**config.mk**
```make
export PLATFORM = sky130hd
export DESIGN_NAME = dac_wr_seq
export DESIGN_NICKNAME = d
export VERILOG_FILES = /design/src/rtl/dac_seq_pkg.sv /design/src/rtl/dac_seq_timer.sv /design/src/rtl/dac_seq_ctrl.sv /design/src/rtl/dac_wr_seq.sv
export SDC_FILE = /design/constraint.sdc
export NUM_CORES = 1
export LEC_CHECK = 0
export BUFFER_PORTS_ARGS = -buffer_cell sky130_fd_sc_hd__buf_2
export CAP_MARGIN = 20
export CELL_PAD_IN_SITES_DETAIL_PLACEMENT = 0
export CELL_PAD_IN_SITES_GLOBAL_PLACEMENT = 2
export CORE_AREA = 2 2 82 84
export CTS_CLUSTER_DIAMETER = 100
export CTS_CLUSTER_SIZE = 40
export DETAILED_ROUTE_END_ITERATION = 7
export DIE_AREA = 0 0 84 86
export PLACE_DENSITY = 0.82
export SKIP_LAST_GASP = 1
export SLEW_MARGIN = 10
export SYNTH_ARGS = -nofsm -noshare
export SYNTH_HDL_FRONTEND = slang
export SYNTH_HIERARCHICAL = 1
export SYNTH_SLANG_ARGS = --single-unit
```
**constraint.sdc**
```tcl
create_clock -name clk_i -period 2.45 [get_ports clk_i]
set_clock_uncertainty 0.2 [all_clocks]
set_input_delay 0.245 -clock clk_i [delete_from_list [all_inputs] [get_ports clk_i]]
set_output_delay 0.245 -clock clk_i [all_outputs]
set_load 0.02 [all_outputs]
```
**src/rtl/dac_seq_pkg.sv**
```systemverilog
package dac_seq_pkg;

  typedef enum logic [1:0] {
    M_WRITE = 2'd0,
    M_WLOAD = 2'd1,
    M_PAIR  = 2'd2,
    M_RESET = 2'd3
  } mode_e;

  typedef enum logic [2:0] {
    PH_IDLE,
    PH_CS,
    PH_GAP,
    PH_LD,
    PH_LH,
    PH_RST
  } phase_e;

  function automatic int unsigned ns2cyc(input int unsigned ns, input int unsigned per);
    int unsigned c;
    c = (ns + per - 1) / per;
    return (c < 1) ? 1 : c;
  endfunction

  function automatic int unsigned max2(input int unsigned a, input int unsigned b);
    return (a > b) ? a : b;
  endfunction

endpackage

```
**src/rtl/dac_seq_timer.sv**
```systemverilog
module dac_seq_timer #(
  parameter int unsigned CNT_W = 4
) (
  input  logic             clk_i,
  input  logic             rst_ni,
  input  logic             load_i,
  input  logic [CNT_W-1:0] val_i,
  output logic             zero_o
);
  logic [CNT_W-1:0] cnt_q;

  always_ff @(posedge clk_i or negedge rst_ni) begin
    if (!rst_ni)            cnt_q <= '0;
    else if (load_i)        cnt_q <= val_i;
    else if (cnt_q != '0)   cnt_q <= cnt_q - 1'b1;
  end

  assign zero_o = (cnt_q == '0);
endmodule

```
**src/rtl/dac_seq_ctrl.sv**
```systemverilog
module dac_seq_ctrl
  import dac_seq_pkg::*;
#(
  parameter int unsigned DATA_W = 12,
  parameter int unsigned CNT_W  = 4,
  parameter int unsigned CSW    = 5,
  parameter int unsigned GAPW   = 2,
  parameter int unsigned GAPL   = 2,
  parameter int unsigned LDW    = 3,
  parameter int unsigned LHW    = 1,
  parameter int unsigned RSW    = 4
) (
  input  logic              clk_i,
  input  logic              rst_ni,
  input  logic              req_valid_i,
  input  logic [1:0]        req_mode_i,
  input  logic              req_chan_i,
  input  logic [DATA_W-1:0] req_data_i,
  input  logic [DATA_W-1:0] req_data_b_i,
  input  logic              t_zero_i,
  output logic              t_load_o,
  output logic [CNT_W-1:0]  t_val_o,
  output logic              ready_o,
  output logic              cs_n_o,
  output logic              ab_o,
  output logic [DATA_W-1:0] bus_o,
  output logic              ld_a_n_o,
  output logic              ld_b_n_o,
  output logic              rst_n_o
);
  localparam logic [CNT_W-1:0] CSW_V  = CNT_W'(CSW - 1);
  localparam logic [CNT_W-1:0] GAPW_V = CNT_W'(GAPW - 1);
  localparam logic [CNT_W-1:0] GAPL_V = CNT_W'(GAPL - 1);
  localparam logic [CNT_W-1:0] LDW_V  = CNT_W'(LDW - 1);
  localparam logic [CNT_W-1:0] LHW_V  = CNT_W'(LHW - 1);
  localparam logic [CNT_W-1:0] RSW_V  = CNT_W'(RSW - 1);

  phase_e            phase_q;
  mode_e             mode_q;
  logic              chan_q, second_q;
  logic [DATA_W-1:0] data_b_q;
  logic              accept, load_next, pair_first;

  assign ready_o    = (phase_q == PH_IDLE);
  assign accept     = req_valid_i && ready_o;
  assign load_next  = (mode_q == M_WLOAD) || ((mode_q == M_PAIR) && second_q);
  assign pair_first = (mode_q == M_PAIR) && !second_q;

  always_comb begin
    t_load_o = 1'b0;
    t_val_o  = '0;
    unique case (phase_q)
      PH_IDLE: if (accept) begin
        t_load_o = 1'b1;
        t_val_o  = (mode_e'(req_mode_i) == M_RESET) ? RSW_V : CSW_V;
      end
      PH_CS: if (t_zero_i) begin
        t_load_o = 1'b1;
        t_val_o  = load_next ? GAPL_V : GAPW_V;
      end
      PH_GAP: if (t_zero_i) begin
        t_load_o = pair_first || load_next;
        t_val_o  = pair_first ? CSW_V : LDW_V;
      end
      PH_LD: if (t_zero_i) begin
        t_load_o = 1'b1;
        t_val_o  = LHW_V;
      end
      default: ;
    endcase
  end

  always_ff @(posedge clk_i or negedge rst_ni) begin
    if (!rst_ni) begin
      phase_q  <= PH_IDLE;
      mode_q   <= M_WRITE;
      chan_q   <= 1'b0;
      second_q <= 1'b0;
      data_b_q <= '0;
      cs_n_o   <= 1'b1;
      ab_o     <= 1'b0;
      bus_o    <= '0;
      ld_a_n_o <= 1'b1;
      ld_b_n_o <= 1'b1;
      rst_n_o  <= 1'b1;
    end else begin
      unique case (phase_q)
        PH_IDLE: if (accept) begin
          mode_q   <= mode_e'(req_mode_i);
          chan_q   <= req_chan_i;
          data_b_q <= req_data_b_i;
          second_q <= 1'b0;
          if (mode_e'(req_mode_i) == M_RESET) begin
            rst_n_o <= 1'b0;
            phase_q <= PH_RST;
          end else begin
            cs_n_o  <= 1'b0;
            ab_o    <= (mode_e'(req_mode_i) == M_PAIR) ? 1'b1 : req_chan_i;
            bus_o   <= req_data_i;
            phase_q <= PH_CS;
          end
        end
        PH_CS: if (t_zero_i) begin
          cs_n_o  <= 1'b1;
          phase_q <= PH_GAP;
        end
        PH_GAP: if (t_zero_i) begin
          if (pair_first) begin
            second_q <= 1'b1;
            cs_n_o   <= 1'b0;
            ab_o     <= 1'b0;
            bus_o    <= data_b_q;
            phase_q  <= PH_CS;
          end else if (load_next) begin
            ld_a_n_o <= !((mode_q == M_PAIR) || chan_q);
            ld_b_n_o <= !((mode_q == M_PAIR) || !chan_q);
            phase_q  <= PH_LD;
          end else begin
            phase_q  <= PH_IDLE;
          end
        end
        PH_LD: if (t_zero_i) begin
          ld_a_n_o <= 1'b1;
          ld_b_n_o <= 1'b1;
          phase_q  <= PH_LH;
        end
        PH_LH: if (t_zero_i) phase_q <= PH_IDLE;
        PH_RST: if (t_zero_i) begin
          rst_n_o <= 1'b1;
          phase_q <= PH_IDLE;
        end
        default: phase_q <= PH_IDLE;
      endcase
    end
  end
endmodule

```
**src/rtl/dac_wr_seq.sv**
```systemverilog
module dac_wr_seq
  import dac_seq_pkg::*;
#(
  parameter int unsigned DATA_W = 12,
  parameter int unsigned CLK_NS = 10,
  parameter int unsigned CS_NS  = 45,
  parameter int unsigned AS_NS  = 30,
  parameter int unsigned AH_NS  = 0,
  parameter int unsigned DS_NS  = 30,
  parameter int unsigned DH_NS  = 20,
  parameter int unsigned LS_NS  = 20,
  parameter int unsigned LW_NS  = 30,
  parameter int unsigned LH_NS  = 10,
  parameter int unsigned RS_NS  = 40
) (
  input  logic              clk_i,
  input  logic              rst_ni,
  input  logic              req_valid_i,
  output logic              req_ready_o,
  input  logic [1:0]        req_mode_i,
  input  logic              req_chan_i,
  input  logic [DATA_W-1:0] req_data_i,
  input  logic [DATA_W-1:0] req_data_b_i,
  input  logic              sleep_i,
  output logic              busy_o,
  output logic              cs_n_o,
  output logic              ab_o,
  output logic [DATA_W-1:0] bus_o,
  output logic              ld_a_n_o,
  output logic              ld_b_n_o,
  output logic              rst_n_o,
  output logic              shdn_n_o
);
  localparam int unsigned CSW  = max2(ns2cyc(CS_NS, CLK_NS),
                                      max2(ns2cyc(AS_NS, CLK_NS), ns2cyc(DS_NS, CLK_NS)));
  localparam int unsigned GAPW = max2(ns2cyc(AH_NS, CLK_NS), ns2cyc(DH_NS, CLK_NS));
  localparam int unsigned GAPL = max2(GAPW, ns2cyc(LS_NS, CLK_NS));
  localparam int unsigned LDW  = ns2cyc(LW_NS, CLK_NS);
  localparam int unsigned LHW  = ns2cyc(LH_NS, CLK_NS);
  localparam int unsigned RSW  = ns2cyc(RS_NS, CLK_NS);
  localparam int unsigned MAXC = max2(max2(CSW, GAPL), max2(max2(LDW, LHW), RSW));
  localparam int unsigned CNT_W = (MAXC < 2) ? 1 : $clog2(MAXC);

  logic             t_load, t_zero;
  logic [CNT_W-1:0] t_val;

  dac_seq_timer #(.CNT_W(CNT_W)) i_timer (
    .clk_i, .rst_ni, .load_i(t_load), .val_i(t_val), .zero_o(t_zero)
  );

  dac_seq_ctrl #(
    .DATA_W(DATA_W), .CNT_W(CNT_W), .CSW(CSW), .GAPW(GAPW), .GAPL(GAPL),
    .LDW(LDW), .LHW(LHW), .RSW(RSW)
  ) i_ctrl (
    .clk_i, .rst_ni, .req_valid_i, .req_mode_i, .req_chan_i, .req_data_i,
    .req_data_b_i, .t_zero_i(t_zero), .t_load_o(t_load), .t_val_o(t_val),
    .ready_o(req_ready_o), .cs_n_o, .ab_o, .bus_o, .ld_a_n_o, .ld_b_n_o, .rst_n_o
  );

  assign busy_o = !req_ready_o;

  always_ff @(posedge clk_i or negedge rst_ni) begin
    if (!rst_ni) shdn_n_o <= 1'b1;
    else         shdn_n_o <= !sleep_i;
  end
endmodule

```
; Word level (Yosys, flattened, before mapping)
; Cells that the tools add are included.
[op_classes]
muxes = 51
eq_ne = 20
reduce_logical = 30
n_addsub = 1
[ops]
columns = op, n
row1 = $mux W12, 4
row2 = $mux W3, 13
row3 = $pmux W12 S2, 1
row4 = $mux W1, 23
row5 = $ne A2 B1 Y1 const B, 9
row6 = $pmux W3 S5, 1
row7 = $reduce_and A5 Y1, 3
row8 = $pmux W1 S2, 5
row9 = $pmux W3 S3, 1
row10 = $reduce_and A4 Y1, 2
row11 = $reduce_bool A2 Y1, 4
row12 = $eq A2 B2 Y1 const B, 3
row13 = $eq A3 B2 Y1 const B, 2
row14 = $eq A3 B3 Y1 const B, 2
row15 = $logic_not A1 Y1, 6
row16 = $logic_not A3 Y1, 2
row17 = $pmux W1 S3, 2
row18 = $reduce_and A6 Y1, 1
row19 = $reduce_bool A3 Y1, 2
row20 = $logic_or A1 B1 Y1, 4
row21 = $ne A2 B2 Y1 const B, 2
row22 = $reduce_or A2 Y1, 2
row23 = $eq A3 B1 Y1 const B, 1
row24 = $logic_and A1 B1 Y1, 3
row25 = other kinds (4), 4
[word_totals]
register_bits = 40
in_bits = 31

; Longest topological paths before layout
; Gate-level depths: netlist (run 1).
[logic_depth]
depth_word = 7
ltp_mapped = 10
mapped_depth_nobuf = 8

; Hierarchy
; Netlist (run 1), hierarchy kept.
[modules_own_cells]
columns = mod, cells_each, seq_area_each_um2, area_each_um2, instances
row1 = dac_seq_ctrl, 150, 905.9, 1843.0, 1
row2 = dac_seq_timer, 21, 75.1, 200.2, 1
row3 = dac_wr_seq, 3, 26.3, 33.8, 1

; Worst setup path before layout (run 1)
; OpenSTA, ideal clock, no wires.
[synth_path]
path_kind = register to register
from = register i_timer.cnt_q[0]
to = register i_ctrl.ab_o
path_stages_with_launch = 10
t_arrival_ns = 1.761
setup_time_ns = 0.127
slack_ns = 0.361
path_buffers = 2
cell_sequence = dfrtp_1 -> inv_1 -> ha_1 -> nand2b_1 -> inv_1 -> buf_2 -> and3b_1 -> a22o_4 -> buf_6 -> mux2_1
[synth_via]
elab_chain_cells = 3
[synth_lines]
columns = element, line
row1 = start: declaration, dac_seq_timer.sv:10  ; logic [CNT_W-1:0] cnt_q;
row2 = start signal: assignment, dac_seq_timer.sv:14  ; else if (load_i) cnt_q <= val_i;
row3 = start signal: assignment, dac_seq_timer.sv:15  ; else if (cnt_q != '0) cnt_q <= cnt_q - 1'b1;
row4 = $logic_not A3 Y1, dac_seq_timer.sv:18  ; assign zero_o = (cnt_q == '0);
row5 = via t_zero, dac_wr_seq.sv:44  ; logic t_load, t_zero;
row6 = $ne A2 B1 Y1 (no source line), n/a
row7 = $reduce_and A5 Y1 (no source line), n/a
row8 = end signal: assignment, dac_seq_ctrl.sv:98  ; ab_o <= (mode_e'(req_mode_i) == M_PAIR) ? 1'b1 : req_chan_i;
row9 = end: declaration, dac_seq_ctrl.sv:25  ; output logic ab_o,
; The timed path passes the listed nets, and every way through them passes these cells.
; A chain may end at the register's enable or synchronous reset.

; Worst setup path in the final report (run 1)
[layout_path]
from = register i_timer.cnt_q[0]
to = register i_ctrl.bus_o[6]
[layout_via]
elab_chain_cells = 3
[layout_lines]
columns = element, line
row1 = $logic_not A3 Y1, dac_seq_timer.sv:18
row2 = via t_zero, dac_wr_seq.sv:44
row3 = $ne A2 B1 Y1 (no source line), n/a
row4 = $reduce_and A5 Y1 (no source line), n/a
row5 = end signal: assignment, dac_seq_ctrl.sv:99  ; bus_o <= req_data_i;
row6 = end signal: assignment, dac_seq_ctrl.sv:112  ; bus_o <= data_b_q;
row7 = end: declaration, dac_seq_ctrl.sv:26  ; output logic [DATA_W-1:0] bus_o,
; The timed path passes the listed nets, and every way through them passes these cells.

==> results_tabular.tex, run 1 <==
\begin{tabular}{lr}
\hline
Metric & Value \\
\hline
\multicolumn{2}{l}{\textbf{Route}} \\
\# DRC & 0 \\
Routed WL & 4440 um \\
Iteration-0 DRC count of the detailed router & 64 \\
Vias after detailed routing & 1549 \\
Via/cell ratio & 4.84 \\
Antenna violation net count after detailed routing & 0 \\
Avg WL per Cell & 13.9 um \\
Detailed Routing Iterations Pass 1 & 4 \\
\multicolumn{2}{l}{\textbf{Setup path}} \\
Startpoint of the most critical register-to-register path & i\_timer/cnt\_q[0] \\
Sort of element at the end of the critical path & flop \\
Flop2flop setup slack & 0.26 ns \\
Critical-path cell with the highest stage delay & dfrtp\_1 \\
WP data arrival & 2.16 ns \\
Worst path bufs/invs & 2 \\
Crit path kind & flop to flop \\
Highest net fanout along the worst path & 15 \\
Most prevalent standard cell on the critical path & inv\_1 \\
Critical-path cell list & inv\_1, ha\_1, nand2b\_1, inv\_1, and3b\_1, a22o\_4, mux2\_1 \\
Register-to-Register Path Depth & 7 \\
Worst R2R End & i\_ctrl/bus\_o[6] \\
Crit-path leading delay family & flip-flops \\
Sort of element at the start of the critical path & flop \\
Data required, critical path & 2.42 ns \\
Delay of the slowest cell on the worst path & 0.40 ns \\
\multicolumn{2}{l}{\textbf{Placement}} \\
Number of I/O port buffers & 50 \\
Number of cells after detailed placement & 297 \\
Sum of net half-perimeters after detailed placement & 3140 um \\
Placer congestion estimate & 0.815 \\
\multicolumn{2}{l}{\textbf{STA}} \\
Final Max Tran Viols & 0 \\
RSZ-0062 raised after global routing & no \\
Post-route fraction of the period consumed by the critical path & 89.6\% \\
Sum of negative setup slack & 0 ns \\
Highest clock frequency the design can meet & 0.456 GHz \\
Post-route minimum period & 2.19 ns \\
Transition time at the pin with the least slew margin & 0.487 ns \\
Relative slew slack & 67.5\% \\
Final hold viol count & 0 \\
Count of final setup violators & 0 \\
\multicolumn{2}{l}{\textbf{Yosys}} \\
Synthesized area divided by synthesized cell count & 11.9 um\^{}2 \\
Async set-or-reset flop fraction in the synthesized netlist & 100\% \\
Number of enable-type register cells in the synthesized netlist & 0 \\
Portion of the post-synthesis area used by sequential elements & 48.5\% \\
Area share of the largest cell type after synthesis & 42.2\% \\
Net count after synthesis & 210 \\
Top cells by area in the synthesized netlist & dfrtp\_1 (42\%), mux2\_1 (15\%), mux2\_2 (7.0\%) \\
Number of instances in the synthesized netlist & 174 \\
Post-synthesis instance area & 2080 um\^{}2 \\
Number of flip-flops and latches in the synthesized netlist & 40 \\
Count of distinct cell types in the synthesized netlist & 42 \\
Cell accounting for the most synthesized area & dfrtp\_1 \\
Flip-flop cell with the highest count after synthesis & dfrtp\_1 \\
Yosys warnings & 6 \\
\multicolumn{2}{l}{\textbf{Hold path}} \\
Type of the most critical hold path & input port to flop \\
Number of instances on the worst hold path & 3 \\
Worst hold endpoint & i\_ctrl/mode\_q[1] \\
Worst Min Path Start & req\_mode\_i[1] \\
\multicolumn{2}{l}{\textbf{Final layout}} \\
Final cell count without fillers & 320 \\
Leading cell type in the layout, fill and taps excluded & buf\_2 \\
Fraction of final layout cells sized beyond drive strength 1 & 34.6\% \\
Number of inserted diodes & 0 \\
P\&R area growth vs syn & 29.8\% \\
Nets@finish & 278 \\
Commonest cells after routing, fill and taps aside & buf\_2 (50), dfrtp\_1 (35), mux2\_1 (28) \\
\multicolumn{2}{l}{\textbf{GRT}} \\
Number of global-route vias before repair & 1668 \\
First-pass GRT wire length & 7610 um \\
Pin count of the biggest net entering global routing & 24 \\
All-layer global routing usage & 13.1\% \\
Total congestion overflow & 0 \\
Initial antenna violation count & 0 \\
\multicolumn{2}{l}{\textbf{Floorplanning}} \\
Number of rows created at floorplan & 29 \\
Die footprint & 7220 um\^{}2 \\
Starting Density & 33.1\% \\
I/O Pins & 51 \\
Die Y-Extent & 86 um \\
Std-Cell Core Area & 6280 um\^{}2 \\
Horizontal die dimension & 84 um \\
\multicolumn{2}{l}{\textbf{Power and ir drop}} \\
Cell leakage power & 1.22 nW \\
Total chip power & 3.23 mW \\
Power per cell area & 1200 nW/um\^{}2 \\
Peak supply drop & 0.621 mV \\
\multicolumn{2}{l}{\textbf{Clocking}} \\
Hold-fix buffer count after cts & 15 \\
Level count of the clock H-tree & 2 \\
Later-pin clock latency in the skew report & 0.29 ns \\
Number of cells upsized or downsized after cts & 0 \\
Clock buffers created by TritonCTS & 5 \\
TritonCTS clock tree & built \\
Worst-case clock buffer depth & 2 \\
Post-CTS setup-driven buffer insertion count & 0 \\
Root buffer cell & clkbuf\_8 \\
CTS clk-pin slew, worst paths & 0.08 ns \\
\# clock sinks & 40 \\
\multicolumn{2}{l}{\textbf{Run}} \\
Max-capacitance violation count & 0 \\
\multicolumn{2}{l}{\textbf{Status}} \\
Result of the run & complete, no violations \\
\hline
\end{tabular}
sequential cells by signal, summed over array words and instances, names as in the netlist:
name / cells
i_ctrl/bus_o: 12
i_ctrl/data_b_q: 12
i_ctrl/phase_q: 3
i_timer/cnt_q: 3
i_ctrl/mode_q: 2
i_ctrl/ab_o: 1
i_ctrl/chan_q: 1
i_ctrl/cs_n_o: 1
i_ctrl/ld_a_n_o: 1
i_ctrl/ld_b_n_o: 1
i_ctrl/rst_n_o: 1
i_ctrl/second_q: 1
shdn_n_o: 1
metal layers:
metal  global-route usage [%]  vias up  wire length (um)
li1                         -      750                 -
met1                     15.7      751              2020
met2                     22.8       46              2110
met3                     4.14        2               285
met4                     3.52        0                20
met5                        0        -                 0
cells in the mapped netlist, drive strengths merged, types with 2 or more instances:
master / n
dfstp: 5
mux2: 41
dfrtp: 35
nor2: 4
a21oi: 2
nand3: 2
nor4b: 3
o21ai: 7
a31oi: 3
nand2b: 3
ha: 5
nand3b: 2
inv: 14
nor3b: 3
a22o: 2
a211oi: 4
nand2: 10
buf: 8
nor2b: 6
power by group:
group	internal, mW	switching, mW
logic	0.673	0.792
clock network	0.302	0.237
registers	1.00	0.220
total	1.98	1.25
through the flow:
stage               hold slack (ns)  utilization, %  worst slack, ns  cell area [um^2]
floorplan                    -0.251               -            0.361              2080
global placement            0.00898            38.8            0.316              2430
detailed placement           0.0234            38.8            0.253              2430
CTS                          0.0106            43.0            0.239              2700
global route                 0.0206            43.0           0.0384              2700
finish                       0.0261            43.0            0.255              2700
layout make-up:
class / instances / area, um^2
Fill cell: 586 / 3580
Timing Repair Buffer: 70 / 463
Tap cell: 77 / 96.3
Sequential cell: 40 / 1010
Inverter: 14 / 52.6
Multi-Input combinational cell: 111 / 966
Clock inverter: 3 / 42.5
Clock buffer: 5 / 68.8
how the worst max path moves through the flow:
stage / startpoint / end / slack [ns] / cells after the start
3_3_place_gp: i_timer/cnt_q[0] / i_ctrl/bus_o[9] / 0.32 / 7
3_5_place_dp: i_timer/cnt_q[0] / i_ctrl/bus_o[6] / 0.25 / 7
6_report: i_timer/cnt_q[0] / i_ctrl/bus_o[6] / 0.26 / 7
4_1_cts: i_timer/cnt_q[0] / i_ctrl/bus_o[6] / 0.24 / 7
2_1_floorplan: i_timer/cnt_q[0] / i_ctrl/ab_o / 0.36 / 9
5_1_grt: i_timer/cnt_q[0] / i_timer/cnt_q[0] / 0.04 / 8
kinds of logic after synthesis:
family | synth area share (%)
AO/OA/AOI/OAI | 9.04
adder cells (fa/ha/maj) | 3.01
buffers and inverters | 5.42
flip-flops | 48.5
multiplexers | 22.7
AND/OR/NAND/NOR | 11.3
worst reg2reg max path, cell delays in order (launching register included):
cell and delay (ns):
dfrtp_1 0.40, inv_1 0.08, ha_1 0.19, nand2b_1 0.11, inv_1 0.22, and3b_1 0.24
a22o_4 0.28, mux2_1 0.36
No activity file was read; power rests on OpenSTA's default activity.
==> inputs of run 2 (changes only) <==
- ABC_AREA: not set -> 1
- CORE_AREA: 2 2 82 84 -> 2 2 88 90
- DIE_AREA: 0 0 84 86 -> 0 0 90 92
- PLACE_DENSITY: 0.82 -> 0.84
- TNS_END_PERCENT: not set -> 20
==> results_tabular.tex, run 2 <==
\begin{tabular}{lr}
\hline
Metric & Value \\
\hline
\multicolumn{2}{l}{\textbf{Yosys}} \\
Post-synthesis instance area & 2150 um\^{}2 (was 2080 um\^{}2) \\
Library cell with the highest instance count after synthesis & nand2\_1 (was dfrtp\_1) \\
Leading cell types by count after synthesis & nand2\_1 (108), dfrtp\_1 (35), inv\_1 (29) (was dfrtp\_1 (35), mux2\_1 (28), inv\_1 (14)) \\
Yosys warnings & 6 (unchanged) \\
Number of flip-flops and latches in the synthesized netlist & 40 (unchanged) \\
Synthesized area divided by synthesized cell count & 7.72 um\^{}2 (was 11.9 um\^{}2) \\
Top cells by area in the synthesized netlist & dfrtp\_1 (41\%), nand2\_1 (19\%), nand3\_1 (6.5\%) (was dfrtp\_1 (42\%), mux2\_1 (15\%), mux2\_2 (7.0\%)) \\
Count of distinct cell types in the synthesized netlist & 25 (was 42) \\
Net count after synthesis & 315 (was 210) \\
Flip-flop cell with the highest count after synthesis & dfrtp\_1 (unchanged) \\
Async set-or-reset flop fraction in the synthesized netlist & 100\% (unchanged) \\
Number of enable-type register cells in the synthesized netlist & 0 (unchanged) \\
Number of instances in the synthesized netlist & 279 (was 174) \\
Area share of the largest cell type after synthesis & 40.7\% (was 42.2\%) \\
Portion of the post-synthesis area used by sequential elements & 46.8\% (was 48.5\%) \\
Cell accounting for the most synthesized area & dfrtp\_1 (unchanged) \\
\multicolumn{2}{l}{\textbf{Placement}} \\
Placer congestion estimate & 0.825 (was 0.815) \\
Post-detailed-placement cell area & 2490 um\^{}2 (was 2430 um\^{}2) \\
Pre-CTS WS & 0.514 ns (was 0.253 ns) \\
Number of I/O port buffers & 50 (unchanged) \\
Sum of net half-perimeters after detailed placement & 3830 um (was 3140 um) \\
\multicolumn{2}{l}{\textbf{Power and ir drop}} \\
Share of power burned in registers & 34.8\% (was 37.9\%) \\
Sw Ratio & 44.6\% (was 38.7\%) \\
Design internal power & 1.88 mW (was 1.98 mW) \\
Power per cell area & 1230 nW/um\^{}2 (was 1200 nW/um\^{}2) \\
Portion of total power attributed to combinational logic & 49.6\% (was 45.4\%) \\
Cell leakage power & 1.49 nW (was 1.22 nW) \\
Peak supply drop & 0.370 mV (was 0.621 mV) \\
Total net switching power & 1.51 mW (was 1.25 mW) \\
Part of the total power dissipated in the clock network & 15.7\% (was 16.7\%) \\
\multicolumn{2}{l}{\textbf{Final layout}} \\
Nets@finish & 382 (was 278) \\
Biggest regs & i\_ctrl/bus\_o x12, i\_ctrl/data\_b\_q x12 (unchanged) \\
Fraction of final layout cells sized beyond drive strength 1 & 22.8\% (was 34.6\%) \\
P\&R area growth vs syn & 27.9\% (was 29.8\%) \\
Leading cell type in the layout, fill and taps excluded & nand2\_1 (was buf\_2) \\
Final standard cell area without fillers & 2760 um\^{}2 (was 2700 um\^{}2) \\
Utilization of the core after routing & 37.0\% (was 43.0\%) \\
Number of inserted diodes & 0 (unchanged) \\
Commonest cells after routing, fill and taps aside & nand2\_1 (108), buf\_2 (50), dfrtp\_1 (35) (was buf\_2 (50), dfrtp\_1 (35), mux2\_1 (28)) \\
\multicolumn{2}{l}{\textbf{STA}} \\
RSZ-0062 raised after global routing & no (unchanged) \\
Post-route worst hold slack & 0.0128 ns (was 0.0261 ns) \\
Final Max Tran Viols & 0 (unchanged) \\
Post-route fraction of the period consumed by the critical path & 79.2\% (was 89.6\%) \\
Transition time at the pin with the least slew margin & 0.410 ns (was 0.487 ns) \\
Count of final setup violators & 0 (unchanged) \\
Final worst slack & 0.509 ns (was 0.255 ns) \\
Sum of negative setup slack & 0 ns (unchanged) \\
Final hold viol count & 0 (unchanged) \\
Highest clock frequency the design can meet & 0.515 GHz (was 0.456 GHz) \\
Post-route minimum period & 1.94 ns (was 2.19 ns) \\
Relative slew slack & 72.7\% (was 67.5\%) \\
\multicolumn{2}{l}{\textbf{Setup path}} \\
Most prevalent standard cell on the critical path & nand2\_1 (was inv\_1) \\
Highest net fanout along the worst path & 10 (was 15) \\
WP data arrival & 1.97 ns (was 2.16 ns) \\
Sort of element at the end of the critical path & flop (unchanged) \\
Sort of element at the start of the critical path & flop (unchanged) \\
Critical-path cell list & nor2\_8, nand2\_4, nor2\_4, inv\_2, a21oi\_1, buf\_4, nand2\_1, o21ai\_0, nand2\_1, nand2\_1 (was inv\_1, ha\_1, nand2b\_1, inv\_1, and3b\_1, a22o\_4, mux2\_1) \\
Delay of the slowest cell on the worst path & 0.53 ns (was 0.40 ns) \\
Data required, critical path & 2.47 ns (was 2.42 ns) \\
Crit path kind & flop to flop (unchanged) \\
Critical-path cell with the highest stage delay & dfrtp\_1 (unchanged) \\
\multicolumn{2}{l}{\textbf{Route}} \\
Avg WL per Cell & 11.3 um (was 13.9 um) \\
\# DRC & 0 (unchanged) \\
Routed WL & 5080 um (was 4440 um) \\
Via/cell ratio & 4.25 (was 4.84) \\
Antenna violation net count after detailed routing & 0 (unchanged) \\
Detailed Routing Iterations Pass 1 & 4 (unchanged) \\
Iteration-0 DRC count of the detailed router & 110 (was 64) \\
Vias after detailed routing & 1908 (was 1549) \\
\multicolumn{2}{l}{\textbf{GRT}} \\
Initial antenna violation count & 0 (unchanged) \\
First-pass GRT wire length & 8720 um (was 7610 um) \\
All-layer global routing usage & 13.2\% (was 13.1\%) \\
Total congestion overflow & 0 (unchanged) \\
Pin count of the biggest net entering global routing & 24 (unchanged) \\
Number of global-route vias before repair & 1898 (was 1668) \\
\multicolumn{2}{l}{\textbf{Clocking}} \\
Later-pin clock latency in the skew report & 0.28 ns (was 0.29 ns) \\
Root buffer cell & clkbuf\_8 (unchanged) \\
CTS clk-pin slew, worst paths & 0.07 ns (was 0.08 ns) \\
Clock buffers created by TritonCTS & 5 (unchanged) \\
Level count of the clock H-tree & 2 (unchanged) \\
Worst-case clock buffer depth & 2 (unchanged) \\
Post-CTS setup-driven buffer insertion count & 0 (unchanged) \\
TritonCTS clock tree & built (unchanged) \\
Number of cells upsized or downsized after cts & 0 (unchanged) \\
\# clock sinks & 40 (unchanged) \\
\multicolumn{2}{l}{\textbf{Floorplanning}} \\
Number of rows created at floorplan & 32 (was 29) \\
I/O Pins & 51 (unchanged) \\
Std-Cell Core Area & 7450 um\^{}2 (was 6280 um\^{}2) \\
Die footprint & 8280 um\^{}2 (was 7220 um\^{}2) \\
Starting Density & 28.9\% (was 33.1\%) \\
Die Y-Extent & 92 um (was 86 um) \\
Horizontal die dimension & 90 um (was 84 um) \\
\multicolumn{2}{l}{\textbf{Status}} \\
Result of the run & complete, no violations (unchanged) \\
\multicolumn{2}{l}{\textbf{Run}} \\
Max-capacitance violation count & 0 (unchanged) \\
\multicolumn{2}{l}{\textbf{Hold path}} \\
Type of the most critical hold path & input port to flop (unchanged) \\
\hline
\end{tabular}
==> run 2: cell types whose count changed after synthesis, moves of 6 or more <==
cell,before,now
mux2_2,13,0
nor2b_1,6,0
o21ai_0,3,24
inv_1,14,29
mux2_1,28,0
nand3_1,2,28
nand2_1,10,108
==> run 2: final cells by class <==
| type | count | area [um^2] |
|---|---|---|
| fill | 839 | 4690 |
| sequential | 40 | 1010 |
| multi-input combinational | 195 | 940 |
| timing repair buffer | 71 | 448 |
| tap | 102 | 128 |
| inverter | 33 | 125 |
| clock buffer | 6 | 72.6 |
| clock inverter | 2 | 35.0 |
==> run 2: layer usage <==
metal / wire length [um] / global-route usage, % / vias to the layer above
li1: - / - / 1009
met5: 0 / 0 / -
met2: 2440 / 22.6 / 48
met4: 24 / 3.85 / 0
met3: 314 / 4.68 / 2
met1: 2310 / 15.6 / 849
==> run 2: final timing paths <==
| kind | start | to | slack, ns | depth (start not counted) |
|---|---|---|---|---|
| hold / removal | req_mode_i[1] | i_ctrl/mode_q[1] | 0.01 | 3 |
| hold reg to reg | i_ctrl/cs_n_o | i_ctrl/cs_n_o | 0.26 | 2 |
| max in group asynchronous | rst_ni | i_ctrl/ld_b_n_o | 1.28 | 3 |
| setup / recovery | i_ctrl/phase_q[0] | i_timer/cnt_q[0] | 0.51 | 10 |
| setup reg to reg | i_ctrl/phase_q[0] | i_timer/cnt_q[0] | 0.51 | 10 |
| min in group asynchronous | rst_ni | i_ctrl/data_b_q[2] | 0.16 | 2 |
==> run 2: metrics by stage <==
step | power [mW] | instances
after floorplan | 2.44 | 279
after global placement | 2.88 | 425
after detailed placement | 2.88 | 425
after CTS | 3.45 | 449
after global routing | 3.76 | 449
final | 3.39 | 449
==> run 2: worst max-delay path: cells and delay by family (launching register included) <==
| family | cells | cell delay, ns |
|---|---|---|
| and+or+nand+nor | 6 | 0.70 |
| DFF | 1 | 0.53 |
| AOI/OAI and AO/OA | 2 | 0.19 |
| buffers and inverters | 2 | 0.26 |
==> run 2: power groups by stage <==
| stage | clock network, mW | logic (mW) | registers, mW |
|---|---|---|---|
| 6_report | 0.531 | 1.68 | 1.18 |
| 2_1_floorplan | 0 | 1.15 | 1.28 |
| 3_5_place_dp | 0 | 1.68 | 1.19 |
| 4_1_cts | 0.556 | 1.71 | 1.18 |
| 5_1_grt | 0.592 | 1.94 | 1.22 |
| 3_3_place_gp | 0 | 1.69 | 1.19 |
==> run 2: logic make-up after synthesis <==
family	Yosys count	share of synthesized area, %
AND/OR/NAND/NOR	152	31.7
buffers and inverters	44	9.59
flip-flops	40	46.8
AO/OA/AOI/OAI	38	9.07
adder cells (fa/ha/maj)	5	2.91
==> run 2: repair_timing <==
action                                  4_1_cts  5_1_grt
endpoints found under the hold margin        39        0
hold buffers                                 16        0
endpoints found under the setup margin        0        0
==> inputs of run 3 (changes only) <==
- clock period: 2.45 -> 2 ns (I/O delays scaled with it)
==> results_tabular.tex, run 3 (synthesis results as in run 2) <==
\begin{tabular}{lr}
\hline
Metric & Value \\
\hline
\multicolumn{2}{l}{\textbf{Status}} \\
Result of the run & complete, no violations (unchanged) \\
\multicolumn{2}{l}{\textbf{Final layout}} \\
Filler cell count & 800 (was 839) \\
Commonest cells after routing, fill and taps aside & nand2\_1 (108), buf\_2 (50), dfrtp\_1 (35) (unchanged) \\
Leading cell type in the layout, fill and taps excluded & nand2\_1 (unchanged) \\
P\&R area growth vs syn & 32.4\% (was 27.9\%) \\
Number of inserted diodes & 0 (unchanged) \\
Biggest regs & i\_ctrl/bus\_o x12, i\_ctrl/data\_b\_q x12 (unchanged) \\
Fraction of final layout cells sized beyond drive strength 1 & 24.2\% (was 22.8\%) \\
Nets@finish & 390 (was 382) \\
\multicolumn{2}{l}{\textbf{GRT}} \\
All-layer global routing usage & 13.4\% (was 13.2\%) \\
Total congestion overflow & 0 (unchanged) \\
Initial antenna violation count & 0 (unchanged) \\
Number of global-route vias before repair & 1952 (was 1898) \\
Pin count of the biggest net entering global routing & 27 (was 24) \\
First-pass GRT wire length & 9000 um (was 8720 um) \\
\multicolumn{2}{l}{\textbf{STA}} \\
Transition time at the pin with the least slew margin & 0.430 ns (was 0.410 ns) \\
Final hold viol count & 0 (unchanged) \\
Relative slew slack & 71.3\% (was 72.7\%) \\
Post-route minimum period & 1.85 ns (was 1.94 ns) \\
Final Max Tran Viols & 0 (unchanged) \\
Final worst slack & 0.154 ns (was 0.509 ns) \\
Highest clock frequency the design can meet & 0.542 GHz (was 0.515 GHz) \\
Post-route fraction of the period consumed by the critical path & 92.3\% (was 79.2\%) \\
RSZ-0062 raised after global routing & yes (was no) \\
Post-route worst hold slack & 0.0159 ns (was 0.0128 ns) \\
Count of final setup violators & 0 (unchanged) \\
\multicolumn{2}{l}{\textbf{Clocking}} \\
Worst-case clock buffer depth & 2 (unchanged) \\
Level count of the clock H-tree & 2 (unchanged) \\
TritonCTS clock tree & built (unchanged) \\
CTS clk-pin slew, worst paths & 0.08 ns (was 0.07 ns) \\
Root buffer cell & clkbuf\_8 (unchanged) \\
Clock buffers created by TritonCTS & 5 (unchanged) \\
\# clock sinks & 40 (unchanged) \\
Later-pin clock latency in the skew report & 0.29 ns (was 0.28 ns) \\
\multicolumn{2}{l}{\textbf{Run}} \\
Max-capacitance violation count & 0 (unchanged) \\
\multicolumn{2}{l}{\textbf{Setup path}} \\
Highest net fanout along the worst path & 6 (was 10) \\
WP data arrival & 1.88 ns (was 1.97 ns) \\
Sort of element at the start of the critical path & flop (unchanged) \\
Sort of element at the end of the critical path & flop (unchanged) \\
Flop2flop setup slack & 0.15 ns (was 0.51 ns) \\
Most prevalent standard cell on the critical path & inv\_1 (was nand2\_1) \\
Data required, critical path & 2.03 ns (was 2.47 ns) \\
Critical-path cell list & inv\_1, ha\_1, inv\_1, nor2\_2, inv\_1, nand3\_1, nand2\_1, nor2\_1, nand3\_1, nand2\_1 (was nor2\_8, nand2\_4, nor2\_4, inv\_2, a21oi\_1, buf\_4, nand2\_1, o21ai\_0, nand2\_1, nand2\_1) \\
Critical-path cell with the highest stage delay & dfrtp\_1 (unchanged) \\
Crit path kind & flop to flop (unchanged) \\
Delay of the slowest cell on the worst path & 0.39 ns (was 0.53 ns) \\
\multicolumn{2}{l}{\textbf{Route}} \\
Iteration-0 DRC count of the detailed router & 78 (was 110) \\
Routed WL & 5180 um (was 5080 um) \\
Antenna violation net count after detailed routing & 0 (unchanged) \\
Avg WL per Cell & 11.3 um (about the same) \\
Vias after detailed routing & 1989 (was 1908) \\
Via/cell ratio & 4.35 (was 4.25) \\
Detailed Routing Iterations Pass 1 & 4 (unchanged) \\
\# DRC & 0 (unchanged) \\
\multicolumn{2}{l}{\textbf{Floorplanning}} \\
Number of rows created at floorplan & 32 (unchanged) \\
Horizontal die dimension & 90 um (unchanged) \\
Std-Cell Core Area & 7450 um\^{}2 (unchanged) \\
I/O Pins & 51 (unchanged) \\
Starting Density & 28.9\% (unchanged) \\
Die footprint & 8280 um\^{}2 (unchanged) \\
Die Y-Extent & 92 um (unchanged) \\
\multicolumn{2}{l}{\textbf{Placement}} \\
Number of I/O port buffers & 50 (unchanged) \\
Sum of net half-perimeters after detailed placement & 3790 um (was 3830 um) \\
Placer congestion estimate & 0.784 (was 0.825) \\
Pre-CTS WS & 0.0874 ns (was 0.514 ns) \\
\multicolumn{2}{l}{\textbf{Hold path}} \\
Type of the most critical hold path & input port to flop (unchanged) \\
\multicolumn{2}{l}{\textbf{Power and ir drop}} \\
Power per cell area & 1500 nW/um\^{}2 (was 1230 nW/um\^{}2) \\
Cell leakage power & 1.54 nW (was 1.49 nW) \\
Peak supply drop & 0.472 mV (was 0.370 mV) \\
\hline
\end{tabular}
==> run 3: where the power goes <==
part	leakage [nW]	switching, mW	internal, mW
clock network	0.0552	0.281	0.370
registers	0.487	0.200	1.21
logic	0.999	1.41	0.811
total	1.54	1.89	2.39
==> run 3: cell type report <==
type	instances	area (um^2)	share of cell area [%]
Clock inverter	2	35.0	1.23
Clock buffer	6	72.6	2.54
Multi-Input combinational cell	195	948	33.3
Timing Repair Buffer	79	536	18.8
Inverter	33	125	4.39
Sequential cell	40	1010	35.3
Tap cell	102	128	4.48
==> run 3: final timing paths <==
check / startpoint / cells after the start / endpoint
worst min register to register: i_ctrl/ld_a_n_o / 2 / i_ctrl/ld_a_n_o
worst max register to register: i_timer/cnt_q[0] / 10 / i_ctrl/phase_q[2]
worst max-delay path: i_timer/cnt_q[0] / 10 / i_ctrl/phase_q[2]
worst min-delay path: req_data_i[11] / 5 / i_ctrl/bus_o[11]
max in group asynchronous: rst_ni / 3 / i_ctrl/ld_a_n_o
min in group asynchronous: rst_ni / 2 / i_ctrl/bus_o[10]
==> run 3: critical path, delay by kind of cell, from the launching register on <==
kind | cells | cell delay (ns)
fa+ha+maj | 1 | 0.20
buf+inv | 3 | 0.28
flops | 1 | 0.39
simple gates | 6 | 0.71
==> run 3: repair_timing <==
action | in CTS | in global routing
setup buffers | 0 | 2
resized for setup | 0 | 1
endpoints found under the hold margin | 33 | 0
setup endpoints to repair | 0 | 17
hold buffers | 17 | 0
==> run 3: metal layers <==
metal / up-vias / part of all wire [%] / global-route usage [%]
met2: 51 / 47 / 21.7
met1: 905 / 47 / 17.7
met5: - / 0 / 0
met3: 2 / 5.4 / 3.62
li1: 1031 / - / -
met4: 0 / 0.58 / 3.85
==> run 3: stage by stage <==
step / total power [mW] / utilization, % / TNS, ns / instance area [um^2] / std cells
2_1_floorplan: 2.99 / - / 0 / 2150 / 279
3_3_place_gp: 3.62 / 34.1 / 0 / 2540 / 430
3_5_place_dp: 3.61 / 34.1 / 0 / 2540 / 430
4_1_cts: 4.32 / 37.8 / 0 / 2820 / 455
5_1_grt: 4.73 / 38.3 / -0.0331 / 2850 / 457
6_report: 4.28 / 38.3 / 0 / 2850 / 457
